**config.mk**
```make
export PLATFORM = sky130hd
export DESIGN_NAME = dma_chan_engine
export DESIGN_NICKNAME = d
export VERILOG_FILES = /design/src/rtl/dma_chan_pkg.sv /design/src/rtl/dma_chan_path.sv /design/src/rtl/dma_chan_ctrl.sv /design/src/rtl/dma_chan_engine.sv
export SDC_FILE = /design/constraint.sdc
export NUM_CORES = 1
export LEC_CHECK = 0
export ABC_CLOCK_PERIOD_IN_PS = 6100
export BUFFER_PORTS_ARGS = -buffer_cell sky130_fd_sc_hd__buf_2
export CAP_MARGIN = 5
export CORE_ASPECT_RATIO = 1.1
export CORE_MARGIN = 4
export CORE_UTILIZATION = 44
export DETAILED_ROUTE_END_ITERATION = 8
export GPL_TIMING_DRIVEN = 0
export PLACE_DENSITY_LB_ADDON = 0.25
export SLEW_MARGIN = 20
export SYNTH_ARGS = -nofsm -noshare
export SYNTH_HDL_FRONTEND = slang
export SYNTH_HIERARCHICAL = 1
export SYNTH_SLANG_ARGS = --single-unit
export TNS_END_PERCENT = 100
```
**constraint.sdc**
```tcl
create_clock -name clk -period 6.1 [get_ports clk]
set_input_delay 1.22 -clock clk [delete_from_list [all_inputs] [get_ports clk]]
set_output_delay 1.22 -clock clk [all_outputs]
set_load 0.02 [all_outputs]
```
**src/rtl/dma_chan_pkg.sv**
```systemverilog
package dma_chan_pkg;
  typedef struct packed {
    logic loadBase;
    logic advance;
    logic reload;
  } chanCtlT;
endpackage

```
**src/rtl/dma_chan_path.sv**
```systemverilog
module dma_chan_path
  import dma_chan_pkg::*;
#(
  parameter int ADDR_W = 16,
  parameter int PAGE_W = 8,
  localparam int PHYS_W = ADDR_W + PAGE_W
) (
  input  logic              clk,
  input  logic              rstN,
  input  chanCtlT           ctl,
  input  logic [ADDR_W-1:0] baseAddrIn,
  input  logic [ADDR_W-1:0] baseCountIn,
  input  logic [PAGE_W-1:0] pageIn,
  input  logic              wordModeIn,
  input  logic              addrDownIn,
  output logic [PHYS_W-1:0] physAddr,
  output logic [ADDR_W-1:0] curCount,
  output logic              countZero
);
  logic [ADDR_W-1:0] baseAddrQ, baseCountQ, curAddrQ, curCountQ;
  logic [PAGE_W-1:0] pageQ;
  logic              wordQ, downQ;

  always_ff @(posedge clk) begin
    if (!rstN) begin
      baseAddrQ  <= '0;
      baseCountQ <= '0;
      curAddrQ   <= '0;
      curCountQ  <= '0;
      pageQ      <= '0;
      wordQ      <= 1'b0;
      downQ      <= 1'b0;
    end else if (ctl.loadBase) begin
      baseAddrQ  <= baseAddrIn;
      baseCountQ <= baseCountIn;
      curAddrQ   <= baseAddrIn;
      curCountQ  <= baseCountIn;
      pageQ      <= pageIn;
      wordQ      <= wordModeIn;
      downQ      <= addrDownIn;
    end else if (ctl.reload) begin
      curAddrQ  <= baseAddrQ;
      curCountQ <= baseCountQ;
    end else if (ctl.advance) begin
      curAddrQ  <= downQ ? curAddrQ - 1'b1 : curAddrQ + 1'b1;
      curCountQ <= curCountQ - 1'b1;
    end
  end

  always_comb begin
    if (wordQ) physAddr = {pageQ[PAGE_W-1:1], curAddrQ, 1'b0};
    else       physAddr = {pageQ, curAddrQ};
  end

  assign curCount  = curCountQ;
  assign countZero = (curCountQ == '0);

  assert_hold_idle_R5: assert property (@(posedge clk) disable iff (!rstN)
    (!ctl.advance && !ctl.loadBase && !ctl.reload) |=> ($stable(curCountQ) && $stable(curAddrQ)));

  assert_page_fixed_R7: assert property (@(posedge clk) disable iff (!rstN)
    !ctl.loadBase |=> ($stable(pageQ) && $stable(wordQ)));

  assert_reload_base_R9: assert property (@(posedge clk) disable iff (!rstN)
    (ctl.reload && !ctl.loadBase) |=> (curCountQ == baseCountQ && curAddrQ == baseAddrQ));
endmodule

```
**src/rtl/dma_chan_ctrl.sv**
```systemverilog
module dma_chan_ctrl
  import dma_chan_pkg::*;
(
  input  logic    clk,
  input  logic    rstN,
  input  logic    load,
  input  logic    step,
  input  logic    autoInitIn,
  input  logic    countZero,
  output chanCtlT ctl,
  output logic    active,
  output logic    termCount
);
  logic activeQ, autoQ, tcQ, lastStep;

  assign lastStep     = ctl.advance && countZero;
  assign ctl.loadBase = load;
  assign ctl.advance  = step && activeQ && !load;
  assign ctl.reload   = lastStep && autoQ;

  always_ff @(posedge clk) begin
    if (!rstN) begin
      activeQ <= 1'b0;
      autoQ   <= 1'b0;
      tcQ     <= 1'b0;
    end else if (load) begin
      activeQ <= 1'b1;
      autoQ   <= autoInitIn;
      tcQ     <= 1'b0;
    end else begin
      tcQ <= lastStep;
      if (lastStep && !autoQ) activeQ <= 1'b0;
    end
  end

  assign active    = activeQ;
  assign termCount = tcQ;

  assert_tc_needs_step_R8: assert property (@(posedge clk) disable iff (!rstN)
    termCount |-> $past(step));

  assert_stop_flags_tc_R8: assert property (@(posedge clk) disable iff (!rstN)
    $fell(active) |-> termCount);

  assert_load_wins_R10: assert property (@(posedge clk) disable iff (!rstN)
    load |=> (active && !termCount));
endmodule

```
**src/rtl/dma_chan_engine.sv**
```systemverilog
module dma_chan_engine
  import dma_chan_pkg::*;
#(
  parameter int ADDR_W = 16,
  parameter int PAGE_W = 8,
  localparam int PHYS_W = ADDR_W + PAGE_W
) (
  input  logic              clk,
  input  logic              rstN,
  input  logic              load,
  input  logic [ADDR_W-1:0] baseAddr,
  input  logic [ADDR_W-1:0] baseCount,
  input  logic [PAGE_W-1:0] pageIn,
  input  logic              wordMode,
  input  logic              autoInit,
  input  logic              addrDown,
  input  logic              step,
  output logic [PHYS_W-1:0] physAddr,
  output logic [ADDR_W-1:0] curCount,
  output logic              active,
  output logic              termCount
);
  chanCtlT ctl;
  logic    countZero;

  dma_chan_ctrl uCtrl (
    .clk(clk), .rstN(rstN), .load(load), .step(step),
    .autoInitIn(autoInit), .countZero(countZero),
    .ctl(ctl), .active(active), .termCount(termCount)
  );

  dma_chan_path #(.ADDR_W(ADDR_W), .PAGE_W(PAGE_W)) uPath (
    .clk(clk), .rstN(rstN), .ctl(ctl),
    .baseAddrIn(baseAddr), .baseCountIn(baseCount), .pageIn(pageIn),
    .wordModeIn(wordMode), .addrDownIn(addrDown),
    .physAddr(physAddr), .curCount(curCount), .countZero(countZero)
  );
endmodule

```
# Word level (Yosys, flattened, before mapping)
# Index checks and enable logic that the tools add are counted.
[op_classes]
n_addsub = 3
muxes = 10
bitwise_logic = 1
reduce_logical = 11
[op_table]
columns = ["op", "count"]
rows = [
  ["2-to-1 mux 16 bit", 7],
  ["subtractor 16 x 1 -> 16 bit (second input constant)", 2],
  ["2-to-1 mux 17 bit", 1],
  ["adder 16 x 1 -> 16 bit (second input constant)", 1],
  ["logical NOT 16 bit", 1],
  ["logical AND 1 bit", 5],
  ["nonzero test 3 bit", 1],
  ["logical NOT 1 bit", 2],
  ["2-to-1 mux 1 bit", 2],
  ["nonzero test 2 bit", 1],
  ["OR reduction 2 bit", 1],
  ["NOT 1 bit", 1],
]
[word_totals]
reg_bits = 77
input_bits = 47
out_inout_bits = 42

# Logic depth before layout (Yosys ltp)
# Gate-level depths: netlist of the first run.
[depth]
depth_word = 6
depth_mapped = 13
depth_no_buf = 12

# Cells and area by module
# The synthesis of the first run kept the hierarchy.
[by_module_without_submodules]
columns = ["mod", "instances", "cells_each", "area_per_inst_um2"]
rows = [
  ["dma_chan_path", 1, 541, 4475.5],
  ["dma_chan_ctrl", 1, 13, 131.4],
]

# Worst setup path after synthesis of the first run
# OpenSTA, ideal clock, no wires.
[synth_path]
kind = "register to register"
from = "register uPath.curCountQ[7], in the netlist uPath/curCount[7]"
to = "register uPath.curAddrQ[10]"
setup_time_ns = 0.079
arrival_ns = 2.688
slack_ns = 3.333
stages_incl_launch_ff = 13
synth_period_minus_slack_ns = 2.767
cell_sequence = "dfxtp_1 nor4_1 nand2_1 nor2_1 and3_1 and4b_1 and2_1 clkbuf_8 or3_1 clkbuf_1 o21ai_0 or4_1 o211ai_1"
[synth_lines]
columns = ["item", "line", "source"]
rows = [
  ["start, declared", "dma_chan_path.sv:20", "logic [ADDR_W-1:0] baseAddrQ, baseCountQ, curAddrQ, curCountQ;"],
  ["start signal, assigned", "dma_chan_path.sv:37", "curCountQ <= baseCountIn;"],
  ["start signal, assigned", "dma_chan_path.sv:43", "curCountQ <= baseCountQ;"],
  ["start signal, assigned", "dma_chan_path.sv:46", "curCountQ <= curCountQ - 1'b1;"],
  ["end signal, assigned", "dma_chan_path.sv:36", "curAddrQ <= baseAddrIn;"],
  ["end signal, assigned", "dma_chan_path.sv:42", "curAddrQ <= baseAddrQ;"],
  ["end signal, assigned", "dma_chan_path.sv:45", "curAddrQ <= downQ ? curAddrQ - 1'b1 : curAddrQ + 1'b1;"],
  ["end, declared", "dma_chan_path.sv:20", ""],
]

==> results of run 1 <==
[cells in the final DEF, fill, tap and decap left out, types with 5 or more instances in the layout]
cell,count
a21boi_0,10
a21o_1,6
a21oi_1,52
a31oi_1,9
buf_2,92
buf_4,8
clkbuf_1,21
clkbuf_8,15
dfxtp_1,77
ha_1,16
inv_1,13
mux2_2,16
mux2i_1,35
nand2_1,64
nand2b_1,5
nand3_1,9
nor2_1,36
nor2b_1,29
nor3_1,11
o211ai_1,5
o21ai_0,36
o221ai_1,6
xnor2_1,8
xor2_1,5
[power groups by stage]
stage,Combinational (W),Sequential [W],Clock (W)
3_3_place_gp,0.000295,0.000582,0
3_5_place_dp,0.000301,0.000583,0
6_report,0.000305,0.000572,0.000341
5_1_grt,0.000335,0.000577,0.000370
4_1_cts,0.000303,0.000572,0.000349
2_1_floorplan,0.000205,0.000584,0
[final cells by class]
type | instances | area, um^2
clock buffers | 10 | 138
clock inverters | 5 | 27.5
well taps | 140 | 175
flip-flops and latches | 77 | 1540
plain buffers | 42 | 251
inverters | 14 | 52.6
fillers | 961 | 4640
multi-input cells | 421 | 2760
repair buffers | 88 | 440
[sequential cells by signal (all words and copies together) (netlist names)]
| signal | count |
|---|---|
| uPath/curCount | 16 |
| uCtrl/autoQ | 1 |
| uPath/wordQ | 1 |
| uPath/downQ | 1 |
| uCtrl/active | 1 |
| uPath/baseAddrQ | 16 |
| uCtrl/termCount | 1 |
| uPath/baseCountQ | 16 |
| uPath/curAddrQ | 16 |
| uPath/pageQ | 8 |
[worst max-delay path: stages (launching register included)]
cell and delay [ns]:
dfxtp_1 0.38, nor4_1 0.54, nand2_1 0.25, nor2_1 0.24, and3_1 0.25, and4b_1 0.23, and2_1 0.16, or2_2 0.11
clkbuf_1 0.33, nor2_1 0.20, nor2_1 0.51, nand3_1 0.14, mux2i_1 0.16, nor3_1 0.06
[per-stage QoR]
step	setup slack, ns	power, W	util	instances
2_1_floorplan	3.33	0.000788	-	554
3_3_place_gp	2.63	0.000877	0.521	782
3_5_place_dp	2.56	0.000884	0.521	782
4_1_cts	2.53	0.00122	0.537	797
5_1_grt	2.22	0.00128	0.537	797
6_report	2.43	0.00122	0.537	797
[routing by layer]
metal | GRT usage | up-vias | part of all wire
met3 | 0.0410 | 24 | 0.069
met5 | 0 | - | 0
met1 | 0.281 | 2084 | 0.42
li1 | - | 2180 | -
met4 | 0.0743 | 0 | 0.022
met2 | 0.407 | 203 | 0.49
[cells by family (layout without fill, tap and decap cells)]
| logic type | count (synthesis) | in the layout | share of synthesized area |
|---|---|---|---|
| compound gates | 159 | 159 | 0.217 |
| xor+xnor | 13 | 13 | 0.0247 |
| buf+inv | 56 | 159 | 0.0660 |
| fa+ha+maj | 17 | 17 | 0.0478 |
| mux | 51 | 51 | 0.115 |
| simple gates | 181 | 181 | 0.195 |
| flops | 77 | 77 | 0.335 |
[path summary, 6_finish.rpt]
| check | from | endpoint | slack [ns] | depth (start not counted) |
|---|---|---|---|---|
| setup / recovery | uPath/curCount[7] | uPath/curAddrQ[8] | 2.43 | 13 |
| hold / removal | uPath/baseCountQ[6] | uPath/baseCountQ[6] | 0.47 | 2 |
| setup reg to reg | uPath/curCount[7] | uPath/curAddrQ[8] | 2.43 | 13 |
| hold reg to reg | uPath/baseCountQ[6] | uPath/baseCountQ[6] | 0.47 | 2 |
==> results.md, run 1 <==
* Status: finished, final reports clean
* Routability Congestion at 0.892
* Slew margin rel. at 0.476
* Post-Synthesis Cells at 554
* Yosys cell types at 67
* Final setup vio count at 0
* Root buffer cell: clkbuf_8
* # resized after CTS at 0
* Switching Fraction at 0.328
* Antenna violations before repair at 0
* Tmin final at 3.67 ns
* Worst-Skew Late Latency at 0.35 ns
* Most frequent cell after synthesis: dfxtp_1
* Pint at 0.000818 W
* Cell area after synthesis at 4610 um^2
* Synth top area share at 0.335
* Skew final at 0.00732 ns
* Type of the most critical hold path: flip-flop to flip-flop
* Top post-synthesis cells by area: dfxtp_1 33%, mux2i_1 7.6%, a21oi_1 5.6%, nand2_1 5.2%, ha_1 4.3%
* Avg Cell Area, Syn at 8.32 um^2
* Starting DRT DRC Count at 376
* Area Overhead vs Synth at 16.9%
* Largest net degree at the start of global routing at 18
* RSZ-0062 raised after global routing: no
* Fmax at 272 MHz
* Post-synthesis sequential area ratio at 0.335
* Slew of the pin with the lowest slew margin at 0.785 ns
* Synth Register Bits at 77
* Routed vias at 4491
* Synth top cells by count: 77 x dfxtp_1, 64 x nand2_1, 52 x a21oi_1, 36 x nor2_1, 36 x o21ai_0
* N_diodes at 0
* DRC viols at 0
* CTS clock-pin slew for the worst setup and hold paths at 0.08 ns
* Worst path required time at 6.35 ns
* Finished Cell Area at 5390 um^2
* CTS H-tree depth at 3
* FP Rows at 38
* EDFF count, synth at 0
* Synth warn at 6
* Critical path class: flip-flop to flip-flop
* DIE HEIGHT at 115 um
* DR vias/cell at 5.63
* Number of CTS-inserted buffers at 9
* Die area at 12200 um^2
* Clock Path Buffers at 2
* Maxcap violations at 0
* Sum Neg Setup Slack at 0 ns
* Gr ovfl total at 0
* ANT nets after route at 0
* Dpl cell area at 5220 um^2
* Psw at 0.000400 W
* Largest area contributor in the netlist: dfxtp_1
* Detailed Route WL at 14.0 mm
* Mapped Nets at 618
* Clock tree from TritonCTS: done
* First-pass GRT wire length at 22.0 mm
* Arrival time worst endpoint at 3.92 ns
* Crit-path max FO at 7
* Leakage at 2.40 nW
* # clock sinks at 77
* Final period utilization at 0.602
* Vias in the first global route at 4328
* DPL Wire Length at 10.2 mm
* Drt wl/cell at 17.5 um
* Hold WS at 0.470 ns
* Slew Viols, Final at 0
* Seq pwr share at 0.470
* CP Capture Type: flip-flop
* Final hold vios at 0
* Port buffer count at 88
* Initial core utilization at 0.459
* First-pass DRT Iterations at 5
* IO Count at 89
* Power per cell area at 226 nW/um^2
* Core Box Area at 10000 um^2
* Cts-stage hold buffer count at 0
* Clk network pwr share at 0.280
* Top_reg_cell synth: dfxtp_1
* Chip Width at 106 um
* Setup crit start kind: flip-flop
* Post-synth ARST share at 0
* NumNets Final at 717
* Combinational group share of total power at 0.250
* GR Util All Layers at 0.229
* Peak supply drop at 0.000153 V
* Share of layout cells above drive strength 1 at 0.219
* Setup bufs post-CTS at 0
Power figures use the tool's default switching activity.
==> inputs of run 2 (changes only) <==
Settings changed: ABC_AREA set to 1, ABC_CLOCK_PERIOD_IN_PS 6100 to 3500.
Clock period 6.1 ns to 3.5 ns, I/O delays scaled along.
==> run 2 against run 1 <==
Net effect:
- combinational power up 100%
- via count up 12%
- sequential cell count unchanged
- sequential power up 75%
==> results.md, run 2 <==
* Worst path required time at 3.78 ns (was 6.35 ns)
* Largest area contributor in the netlist: dfxtp_1 (unchanged)
* Min-Delay Path Depth at 2 (unchanged)
* Cell area after synthesis at 4550 um^2 (was 4610 um^2)
* CTS clock-pin slew for the worst setup and hold paths at 0.07 ns (was 0.08 ns)
* Share of layout cells above drive strength 1 at 0.179 (was 0.219)
* Crit path top cell by count: nor2_1 (unchanged)
* Crit-path max FO at 10 (was 7)
* Starting DRT DRC Count at 257 (was 376)
* Area Overhead vs Synth at 16.4% (was 16.9%)
* Post-Synthesis Cells at 709 (was 554)
* GR Util All Layers at 0.240 (was 0.229)
* CP Capture Type: flip-flop (unchanged)
* Peak supply drop at 0.000273 V (was 0.000153 V)
* # resized after CTS at 0 (unchanged)
* Synth top cells by count: 212 x nand2_1, 87 x a21oi_1, 77 x dfxtp_1, 71 x o21ai_0, 58 x inv_1 (was 77 x dfxtp_1, 64 x nand2_1, 52 x a21oi_1, 36 x nor2_1, 36 x o21ai_0)
* FP Rows at 38 (unchanged)
* Slew Viols, Final at 0 (unchanged)
* Switching Fraction at 0.358 (was 0.328)
* Critical path class: flip-flop to flip-flop (unchanged)
* Routability Congestion at 0.913 (was 0.892)
* Post-synthesis sequential area ratio at 0.339 (was 0.335)
* Crit path max-delay family: simple AND/OR/NAND/NOR gates (unchanged)
* IO Count at 89 (unchanged)
* # clock sinks at 77 (unchanged)
* Fmax at 309 MHz (was 272 MHz)
* Type of the most critical hold path: flip-flop to flip-flop (unchanged)
* Reg-to-Reg Start: uPath/curCount[4] (was uPath/curCount[7])
* Mapped Nets at 773 (was 618)
* Root buffer cell: clkbuf_8 (unchanged)
* Combinational group share of total power at 0.279 (was 0.250)
* Slew margin rel. at 0.544 (was 0.476)
* Metal2 WL at 6.70 mm (was 6.78 mm)
* Cts-stage hold buffer count at 0 (unchanged)
* Antenna violations before repair at 0 (unchanged)
* CTS H-tree depth at 3 (unchanged)
* Reg2reg path depth at 12 (was 13)
* Final setup vio count at 0 (unchanged)
* Post-synth ARST share at 0 (unchanged)
* Pint at 0.00140 W (was 0.000818 W)
* Fill count at 1010 (was 961)
* Worst Setup SP: uPath/curCount[4] (was uPath/curCount[7])
* Die area at 12000 um^2 (was 12200 um^2)
* WHS Endpoint: uPath/baseAddrQ[12] (was uPath/baseCountQ[6])
* Psw at 0.000781 W (was 0.000400 W)
* Initial core utilization at 0.456 (was 0.459)
* Hold wc startpoint: uPath/baseAddrQ[12] (was uPath/baseCountQ[6])
* N_diodes at 0 (unchanged)
* DPL Wire Length at 10.8 mm (was 10.2 mm)
* Status: finished, final reports clean (unchanged)
* Final period utilization at 0.924 (was 0.602)
* Routed vias at 5015 (was 4491)
* Most frequent cell after synthesis: nand2_1 (was dfxtp_1)
* Top post-synthesis cells by area: dfxtp_1 34%, nand2_1 17%, a21oi_1 9.6%, o21ai_0 7.8%, inv_1 4.8% (was dfxtp_1 33%, mux2i_1 7.6%, a21oi_1 5.6%, nand2_1 5.2%, ha_1 4.3%)
* Crit-path max cell delay at 0.50 ns (was 0.54 ns)
* Avg Cell Area, Syn at 6.41 um^2 (was 8.32 um^2)
* Arrival time worst endpoint at 3.52 ns (was 3.92 ns)
* Power per cell area at 413 nW/um^2 (was 226 nW/um^2)
* Number of CTS-inserted buffers at 9 (unchanged)
* Synth top area share at 0.339 (was 0.335)
* Gr ovfl total at 0 (unchanged)
* Skew final at 0.0134 ns (was 0.00732 ns)
* Clock tree from TritonCTS: done (unchanged)
* Drt wl/cell at 15.2 um (was 17.5 um)
* RSZ-0062 raised after global routing: no (unchanged)
* Leakage at 2.67 nW (was 2.40 nW)
* NumNets Final at 872 (was 717)
* Commonest cells after routing, fill and taps aside: 212 x nand2_1, 102 x buf_2, 87 x a21oi_1 (was 92 x buf_2, 77 x dfxtp_1, 64 x nand2_1)
* Clock Path Buffers at 2 (unchanged)
* Top_reg_cell synth: dfxtp_1 (unchanged)
* WP buf/inv at 3 (was 1)
* Crit path cell chain: nor2_1 -> inv_1 -> nor4_1 -> nand4_1 -> nor2_1 -> nand4_2 -> nor2_1 -> clkinv_1 -> buf_2 -> nand3_1 -> nand2_1 -> a21oi_1 (was nor4_1 -> nand2_1 -> nor2_1 -> and3_1 -> and4b_1 -> and2_1 -> or2_2 -> clkbuf_1 -> nor2_1 -> nor2_1 -> nand3_1 -> mux2i_1 -> nor3_1)
* Largest net degree at the start of global routing at 18 (unchanged)
* Core Box Area at 9980 um^2 (was 10000 um^2)
* Setup crit start kind: flip-flop (unchanged)
* DIE HEIGHT at 115 um (about the same)
* Maxcap violations at 0 (unchanged)
* Met3 Wirelength at 1.02 mm (was 962 um)
* Setup bufs post-CTS at 0 (unchanged)
* Detailed Route WL at 14.2 mm (was 14.0 mm)
* Sum Neg Setup Slack at 0 ns (unchanged)
* Critical-path top delay cell: clkinv_1 (was nor4_1)
* Clk network pwr share at 0.264 (was 0.280)
* Final hold vios at 0 (unchanged)
* Tmin final at 3.23 ns (was 3.67 ns)
* Worst-Skew Late Latency at 0.36 ns (was 0.35 ns)
* Port buffer count at 88 (unchanged)
* WL met1 at 6.16 mm (was 5.90 mm)
* First-pass GRT wire length at 23.2 mm (was 22.0 mm)
* EDFF count, synth at 0 (unchanged)
* Most common cell after layout, fill and taps aside: nand2_1 (was buf_2)
* Chip Width at 105 um (was 106 um)
* ANT nets after route at 0 (unchanged)
* Reg2reg setup slack at 0.27 ns (was 2.43 ns)
* Hold WS at 0.471 ns (was 0.470 ns)
* Top Metal Used: met4 (unchanged)
* DRC viols at 0 (unchanged)
* Synth Register Bits at 77 (unchanged)
* Vias in the first global route at 4889 (was 4328)
* Slew of the pin with the lowest slew margin at 0.684 ns (was 0.785 ns)
* DR vias/cell at 5.38 (was 5.63)
* First-pass DRT Iterations at 5 (unchanged)
* Yosys cell types at 33 (was 67)
* Synth warn at 6 (unchanged)
* Seq pwr share at 0.457 (was 0.470)
* Worst R2R End: uPath/curAddrQ[13] (was uPath/curAddrQ[8])
[run 2: how the worst max path moves through the flow]
stage	end	slack [ns]	cells after the start
2_1_floorplan	uPath/curCount[11]	1.14	15
3_3_place_gp	uPath/curAddrQ[13]	0.32	12
3_5_place_dp	uPath/curAddrQ[13]	0.35	12
4_1_cts	uPath/curAddrQ[13]	0.31	12
5_1_grt	uPath/curAddrQ[13]	0.04	12
6_report	uPath/curAddrQ[13]	0.27	12
[run 2: logic make-up after synthesis]
logic type	after synthesis	synth area share
compound gates	178	0.202
simple gates	324	0.296
fa+ha+maj	17	0.0484
buf+inv	104	0.0971
xor+xnor	9	0.0173
flops	77	0.339
[run 2: tightest hold or removal path, delay by kind of cell, from the launching register on]
family / cells / cell delay, ns
simple gates: 1 / 0.07
flops: 1 / 0.30
compound gates: 1 / 0.06
[run 2: per-layer routing]
layer  vias up  global-route usage
met4         0              0.0901
met2       182               0.410
met1      2300               0.294
li1       2512                   -
met5         -                   0
met3        21              0.0570
[run 2: stage by stage]
| step | instance area, um^2 | setup slack (ns) | total power [W] | instances | util |
|---|---|---|---|---|---|
| global placement | 5140 | 0.318 | 0.00161 | 917 | 0.515 |
| global route | 5300 | 0.0380 | 0.00232 | 932 | 0.530 |
| CTS | 5300 | 0.309 | 0.00219 | 932 | 0.530 |
| finish | 5300 | 0.266 | 0.00219 | 932 | 0.530 |
| floorplan | 4550 | 1.14 | 0.00142 | 709 | - |
| detailed placement | 5140 | 0.348 | 0.00162 | 917 | 0.515 |
[run 2: area by class of cell]
type,instances,area [um^2],area share
Inverter,64,240,0.0454
Sequential cell,77,1540,0.291
Multi-Input combinational cell,528,2560,0.484
Clock buffer,10,128,0.0241
Tap cell,120,150,0.0284
Buffer,40,201,0.0380
Timing Repair Buffer,88,440,0.0832
Clock inverter,5,28.8,0.00543
[run 2: power groups by stage]
stage	sequential (W)	clock [W]	combinational, W
floorplan	0.00102	0	0.000403
global route	0.00101	0.000626	0.000682
finish	0.000999	0.000578	0.000609
detailed placement	0.00102	0	0.000600
CTS	0.000998	0.000589	0.000603
global placement	0.00102	0	0.000590
